**config.mk**
```make
export PLATFORM = sky130hd
export DESIGN_NAME = sertx_top
export DESIGN_NICKNAME = d
export VERILOG_FILES = /design/src/rtl/sertx_pkg.sv /design/src/rtl/sertx_clkgen.sv /design/src/rtl/sertx_shifter.sv /design/src/rtl/sertx_top.sv
export SDC_FILE = /design/constraint.sdc
export NUM_CORES = 1
export LEC_CHECK = 0
export BUFFER_PORTS_ARGS = -buffer_cell sky130_fd_sc_hd__buf_4
export CAP_MARGIN = 40
export CORE_MARGIN = 8
export CORE_UTILIZATION = 40
export DETAILED_ROUTE_END_ITERATION = 16
export PLACE_DENSITY = 0.66
export REMOVE_ABC_BUFFERS = 1
export SYNTH_ARGS = -nofsm -noshare
export SYNTH_HDL_FRONTEND = slang
export SYNTH_SLANG_ARGS = --single-unit
```
**constraint.sdc**
```tcl
create_clock -name clk -period 3.8 [get_ports clk]
set_input_delay 0.19 -clock clk [delete_from_list [all_inputs] [get_ports clk]]
set_output_delay 0.19 -clock clk [all_outputs]
set_load 0.02 [all_outputs]
```
**src/rtl/sertx_pkg.sv**
```systemverilog
// Package: shared constants, mode record and frame-building functions
// for the configurable serial transmitter. Frame bit 0 is sent first.
package sertx_pkg;

    localparam int DATA_W    = 8;   // character register width
    localparam int FRAME_W   = 12;  // start + 8 data + parity + 2 stops
    localparam int OVERSMP   = 16;  // ticks per bit
    localparam int CNT_W     = $clog2(OVERSMP);
    localparam int HALF_TICK = OVERSMP / 2;

    typedef enum logic [1:0] {
        ST_IDLE = 2'd0,
        ST_WAIT = 2'd1,
        ST_RUN  = 2'd2
    } tx_state_e;

    typedef struct packed {
        logic sync;
        logic chr7;
        logic par_en;
        logic par_odd;
        logic stop2;
    } tx_mode_t;

    // Lay out the complete character, padding unused upper bits with 1.
    function automatic logic [FRAME_W-1:0] build_frame(
        input logic [DATA_W-1:0] d,
        input tx_mode_t          m
    );
        logic [FRAME_W-1:0] f;
        logic               p;
        f = '1;
        if (m.sync) begin
            f[DATA_W-1:0] = d;
        end else begin
            p    = m.par_odd;
            f[0] = 1'b0;
            for (int i = 0; i < DATA_W; i++) begin
                if (!(m.chr7 && i == DATA_W - 1)) begin
                    f[i+1] = d[i];
                    p      = p ^ d[i];
                end
            end
            if (m.par_en) begin
                if (m.chr7) f[DATA_W]   = p;
                else        f[DATA_W+1] = p;
            end
        end
        return f;
    endfunction

    // Number of bit times in the character for the given mode.
    function automatic logic [CNT_W-1:0] frame_len(input tx_mode_t m);
        logic [CNT_W-1:0] n;
        if (m.sync) begin
            n = CNT_W'(DATA_W);
        end else begin
            n = m.chr7 ? CNT_W'(DATA_W + 1) : CNT_W'(DATA_W + 2);
            if (m.par_en) n = n + CNT_W'(1);
            if (m.stop2)  n = n + CNT_W'(1);
        end
        return n;
    endfunction

endpackage

```
**src/rtl/sertx_clkgen.sv**
```systemverilog
// Clock generation: a free-running divider producing one oversampling tick
// every baud_div+1 cycles plus a 16x pin clock derived from it, and a
// synchronizer with edge detection for a clock arriving on the SCK pin.
// Assumes baud_div >= 1 when the 16x pin clock is used.
module sertx_clkgen #(
    parameter int DIV_W       = 8,
    parameter int SYNC_STAGES = 2
) (
    input  logic             clk,
    input  logic             rst_n,
    input  logic [DIV_W-1:0] baud_div,
    input  logic             ext_sel,
    input  logic             sck_i,
    output logic             tick,
    output logic             sck16,
    output logic             ext_rise,
    output logic             ext_fall
);

    logic [DIV_W-1:0]     div_cnt;
    logic [SYNC_STAGES:0] sync_q;
    logic                 tick_int;

    assign tick_int = (div_cnt >= baud_div);

    // Divider: wrap at baud_div so the tick period is baud_div+1 cycles.
    always_ff @(posedge clk) begin
        if (!rst_n)        div_cnt <= '0;
        else if (tick_int) div_cnt <= '0;
        else               div_cnt <= div_cnt + DIV_W'(1);
    end

    // Synchronizer chain with one extra stage kept for edge detection.
    always_ff @(posedge clk) begin
        if (!rst_n) sync_q <= '1;
        else        sync_q <= {sync_q[SYNC_STAGES-1:0], sck_i};
    end

    assign ext_rise = sync_q[SYNC_STAGES-1] & ~sync_q[SYNC_STAGES];
    assign ext_fall = ~sync_q[SYNC_STAGES-1] & sync_q[SYNC_STAGES];
    assign sck16    = (div_cnt > (baud_div >> 1));
    assign tick     = ext_sel ? ext_rise : tick_int;

endmodule

```
**src/rtl/sertx_shifter.sv**
```systemverilog
// Shift engine: loads a prepared frame, waits for the first clock event,
// then presents one bit at a time on txd. With tick timing, each bit spans
// OVERSMP ticks; with an external serial clock, bits advance on falling
// edges and the character closes on the rising edge of the last bit.
module sertx_shifter
    import sertx_pkg::*;
(
    input  logic               clk,
    input  logic               rst_n,
    input  logic               accept,
    input  logic [FRAME_W-1:0] frame_in,
    input  logic [CNT_W-1:0]   len_in,
    input  logic               ext_sclk,
    input  logic               tick,
    input  logic               sck_rise,
    input  logic               sck_fall,
    output logic               ready,
    output logic               txd,
    output logic               sclk_int
);

    localparam logic [CNT_W-1:0] SUB_LAST = CNT_W'(OVERSMP - 1);
    localparam logic [CNT_W-1:0] SUB_HALF = CNT_W'(HALF_TICK);

    tx_state_e          state;
    logic [FRAME_W-1:0] shreg;
    logic [CNT_W-1:0]   bits_left;
    logic [CNT_W-1:0]   sub_cnt;
    logic               start_evt;
    logic               last_bit;

    assign start_evt = ext_sclk ? sck_fall : tick;
    assign last_bit  = (bits_left == CNT_W'(1));

    // Sequencer: load, wait for first clock event, shift out, finish.
    always_ff @(posedge clk) begin
        if (!rst_n) begin
            state     <= ST_IDLE;
            shreg     <= '1;
            bits_left <= '0;
            sub_cnt   <= '0;
        end else begin
            unique case (state)
                ST_IDLE: begin
                    if (accept) begin
                        shreg     <= frame_in;
                        bits_left <= len_in;
                        state     <= ST_WAIT;
                    end
                end
                ST_WAIT: begin
                    if (start_evt) begin
                        state   <= ST_RUN;
                        sub_cnt <= '0;
                    end
                end
                ST_RUN: begin
                    if (ext_sclk) begin
                        if (sck_fall) begin
                            shreg     <= {1'b1, shreg[FRAME_W-1:1]};
                            bits_left <= bits_left - CNT_W'(1);
                        end else if (sck_rise && last_bit) begin
                            state <= ST_IDLE;
                            shreg <= '1;
                        end
                    end else if (tick) begin
                        sub_cnt <= sub_cnt + CNT_W'(1);
                        if (sub_cnt == SUB_LAST) begin
                            if (last_bit) begin
                                state <= ST_IDLE;
                                shreg <= '1;
                            end else begin
                                shreg     <= {1'b1, shreg[FRAME_W-1:1]};
                                bits_left <= bits_left - CNT_W'(1);
                            end
                        end
                    end
                end
                default: state <= ST_IDLE;
            endcase
        end
    end

    assign ready    = (state == ST_IDLE);
    assign txd      = (state == ST_RUN) ? shreg[0] : 1'b1;
    assign sclk_int = !((state == ST_RUN) && (sub_cnt < SUB_HALF));

endmodule

```
**src/rtl/sertx_top.sv**
```systemverilog
// Configurable serial transmitter top: builds the frame for the current
// mode when a byte is accepted, runs the shift engine from the selected
// clock source and sets the SCK pin role. Assumes the mode bits, cks and
// baud_div change only while tx_ready is high.
module sertx_top
    import sertx_pkg::*;
#(
    parameter int DIV_W = 8
) (
    input  logic              clk,
    input  logic              rst_n,
    input  logic [DATA_W-1:0] tx_data,
    input  logic              tx_valid,
    output logic              tx_ready,
    input  logic              mode_sync,
    input  logic              mode_chr7,
    input  logic              mode_par_en,
    input  logic              mode_par_odd,
    input  logic              mode_stop2,
    input  logic [1:0]        cks,
    input  logic [DIV_W-1:0]  baud_div,
    output logic              txd,
    output logic              sck_o,
    output logic              sck_oe,
    input  logic              sck_i
);

    tx_mode_t mode;
    logic     tick;
    logic     sck16;
    logic     ext_rise;
    logic     ext_fall;
    logic     sclk_int;
    logic     accept;

    assign mode   = {mode_sync, mode_chr7, mode_par_en, mode_par_odd, mode_stop2};
    assign accept = tx_valid && tx_ready;

    sertx_clkgen #(
        .DIV_W      (DIV_W),
        .SYNC_STAGES(2)
    ) u_clkgen (
        .clk     (clk),
        .rst_n   (rst_n),
        .baud_div(baud_div),
        .ext_sel (cks[1]),
        .sck_i   (sck_i),
        .tick    (tick),
        .sck16   (sck16),
        .ext_rise(ext_rise),
        .ext_fall(ext_fall)
    );

    sertx_shifter u_shifter (
        .clk      (clk),
        .rst_n    (rst_n),
        .accept   (accept),
        .frame_in (build_frame(tx_data, mode)),
        .len_in   (frame_len(mode)),
        .ext_sclk (mode_sync && cks[1]),
        .tick     (tick),
        .sck_rise (ext_rise),
        .sck_fall (ext_fall),
        .ready    (tx_ready),
        .txd      (txd),
        .sclk_int (sclk_int)
    );

    // SCK pin role: chosen by framing bit and clock select.
    always_comb begin
        if (mode_sync) begin
            sck_oe = !cks[1];
            sck_o  = cks[1] ? 1'b1 : sclk_int;
        end else begin
            sck_oe = (cks == 2'b01);
            sck_o  = (cks == 2'b01) ? sck16 : 1'b0;
        end
    end

endmodule

```
==> results.cfg <==
[run_status]
status = completed

[final_layout]
stdcell_count = 366
final_cell_mix = buf_4 (31), dfxtp_1 (31), ha_1 (22)
finalNetCount = 342
drive_gt1_frac = 0.197
fin_area_um2 = 2610
n_fill_cell = 583
num_antenna_cells = 0
syn2layout_area_growth_pct = 16.3

[timing]
finalHoldViolations = 0
finalSetupTns_ns = 0
setup_viol = 0
slew_violations = 0
fmax_ghz = 0.443
rsz0062_at_grt = no
tightest_slew_ns = 0.481
slew_headroom = 0.678
period_minus_slack_ns = 2.26
finalClockSkew_ns = 0.00640
period_share = 0.594

[pwr]
p_leak_nw = 1.11
powerDensity_nw_per_um2 = 314
peakVddDrop_mv = 0.142

[synthesis]
synth_edf_count = 0
ys_seq_area_frac = 0.276
synth-seq-cells = 31
syn_area_um2 = 2250
synth.avg_cell_area_um2 = 8.48
ys.flop_type = dfxtp_1
ys_types = 48
async_reset_ff_frac = 0
ys.warnings.count = 0
netlist_instances = 265

[cts]
cts-root-buf = clkbuf_8
cts_setup_buffers = 0
cts.sinks = 31
cts_tree = yes
post_cts_resized = 0
path_clk_slew_ns = 0.07
insertion_delay_ns = 0.29
clk_path_buf_depth = 2
numCtsBuffers = 5
htree_levels = 2
cts_hold_buf = 0

[routing]
drt_first_pass_iters = 4
vias = 1975
wirelength_um = 5160
wire_per_inst_um = 14.1
via_per_inst = 5.40
drtIter0Drc = 80
drc = 0
final_antenna_net_count = 0

[global_route]
antenna_found_initial = 0
grt_usage = 0.126
grt_pass1_vias = 1952
grt_max_degree = 24
overflow = 0
grt_pass1_wl_um = 8750

[floorplanning]
core-area_um2 = 5470
die_x_um = 90.9
ios = 31
rows = 27
start_util = 0.410
dieArea_um2 = 8270
die_y_um = 90.9

[flow_run]
drv_cap = 0

[hold_path]
hold_path_class = in -> reg

[place]
hpwl_um = 3940
placed_cell_area_um2 = 2530
dp.cells = 358
place_congestion = 0.855
io_buffers = 30

[setup_path]
worstSetupEndpointType = flop
worstPathRequired_ns = 3.98
worstPathArrival_ns = 2.44
crit_type = reg -> reg
path_max_fanout = 6
critPathLaunchType = flop
[state kept, by name (all words and copies together) (netlist names)]
signal,count
u_clkgen.div_cnt,8
u_clkgen.sync_q,3
u_shifter.bits_left,4
u_shifter.shreg,10
u_shifter.state,2
u_shifter.sub_cnt,4
[per-layer routing]
| metal | vias up | share of wire | GRT usage |
|---|---|---|---|
| met5 | - | 0 | 0 |
| met4 | 0 | 0.013 | 0.0518 |
| met3 | 7 | 0.047 | 0.0354 |
| met2 | 46 | 0.45 | 0.200 |
| met1 | 896 | 0.49 | 0.157 |
| li1 | 1026 | - | - |
[cells in the mapped netlist (all sizes together), types with 4 or more instances]
master,number,area share
dfxtp,31,0.28
o211ai,12,0.047
inv,16,0.027
mux2,7,0.035
nand3,19,0.042
o21ai,11,0.026
clkbuf,6,0.010
o22ai,8,0.022
buf,4,0.0089
nor2,22,0.038
nand2,14,0.023
ha,22,0.12
nand2b,10,0.031
nor3,6,0.013
a21oi,15,0.033
and3,4,0.011
xor2,6,0.023
and2,4,0.011
xnor2,9,0.035
a31oi,7,0.019
[layout make-up]
class | instances | area [um^2] | share of cell area
multi-input combinational | 208 | 1520 | 0.583
clock inverter | 2 | 12.5 | 0.00479
timing repair buffer | 31 | 233 | 0.0891
sequential | 31 | 621 | 0.238
clock buffer | 6 | 72.6 | 0.0278
inverter | 16 | 60.1 | 0.0230
tap | 72 | 90.1 | 0.0345
[per-stage QoR]
stage / utilization / hold slack, ns / worst slack, ns / power, mW
3_3_place_gp: 0.462 / 0.372 / 1.62 / 0.565
4_1_cts: 0.477 / 0.0711 / 1.58 / 0.830
3_5_place_dp: 0.462 / 0.377 / 1.60 / 0.568
2_1_floorplan: - / 0.263 / 1.84 / 0.498
5_1_grt: 0.477 / 0.0858 / 1.40 / 0.868
6_report: 0.477 / 0.0798 / 1.54 / 0.821
[logic make-up after synthesis]
kind of cell	Yosys count	synth area share
DFF	31	0.276
adders and majority gates	22	0.123
buffers and inverters	26	0.0457
AOI/OAI and AO/OA	72	0.238
xor gates and xnor gates	16	0.0685
and+or+nand+nor	90	0.209
muxes	8	0.0396
[where the power goes]
group,switching (mW),internal (mW)
clock network,0.132,0.128
logic,0.100,0.0945
registers,0.0203,0.346
total,0.253,0.568
[worst max-delay path, stage by stage, from the launching register on]
cell      delay [ns]
dfxtp_1         0.44
inv_1           0.10
ha_1            0.27
nand2b_1        0.11
a31oi_1         0.10
o211ai_1        0.44
o211ai_2        0.19
and2_1          0.21
o221a_2         0.29
[worst paths after layout]
path / to / cells past startpoint / from / slack [ns]
max reg2reg: u_shifter.bits_left[3]$_SDFFE_PN0P_ / 8 / u_clkgen.div_cnt[0]$_SDFF_PP0_ / 1.54
max: u_shifter.bits_left[3]$_SDFFE_PN0P_ / 8 / u_clkgen.div_cnt[0]$_SDFF_PP0_ / 1.54
min: u_clkgen.sync_q[0]$_SDFF_PN1_ / 2 / sck_i / 0.08
min reg2reg: u_clkgen.sync_q[1]$_SDFF_PN1_ / 1 / u_clkgen.sync_q[0]$_SDFF_PN1_ / 0.44
(Power assumes the default switching activity.)
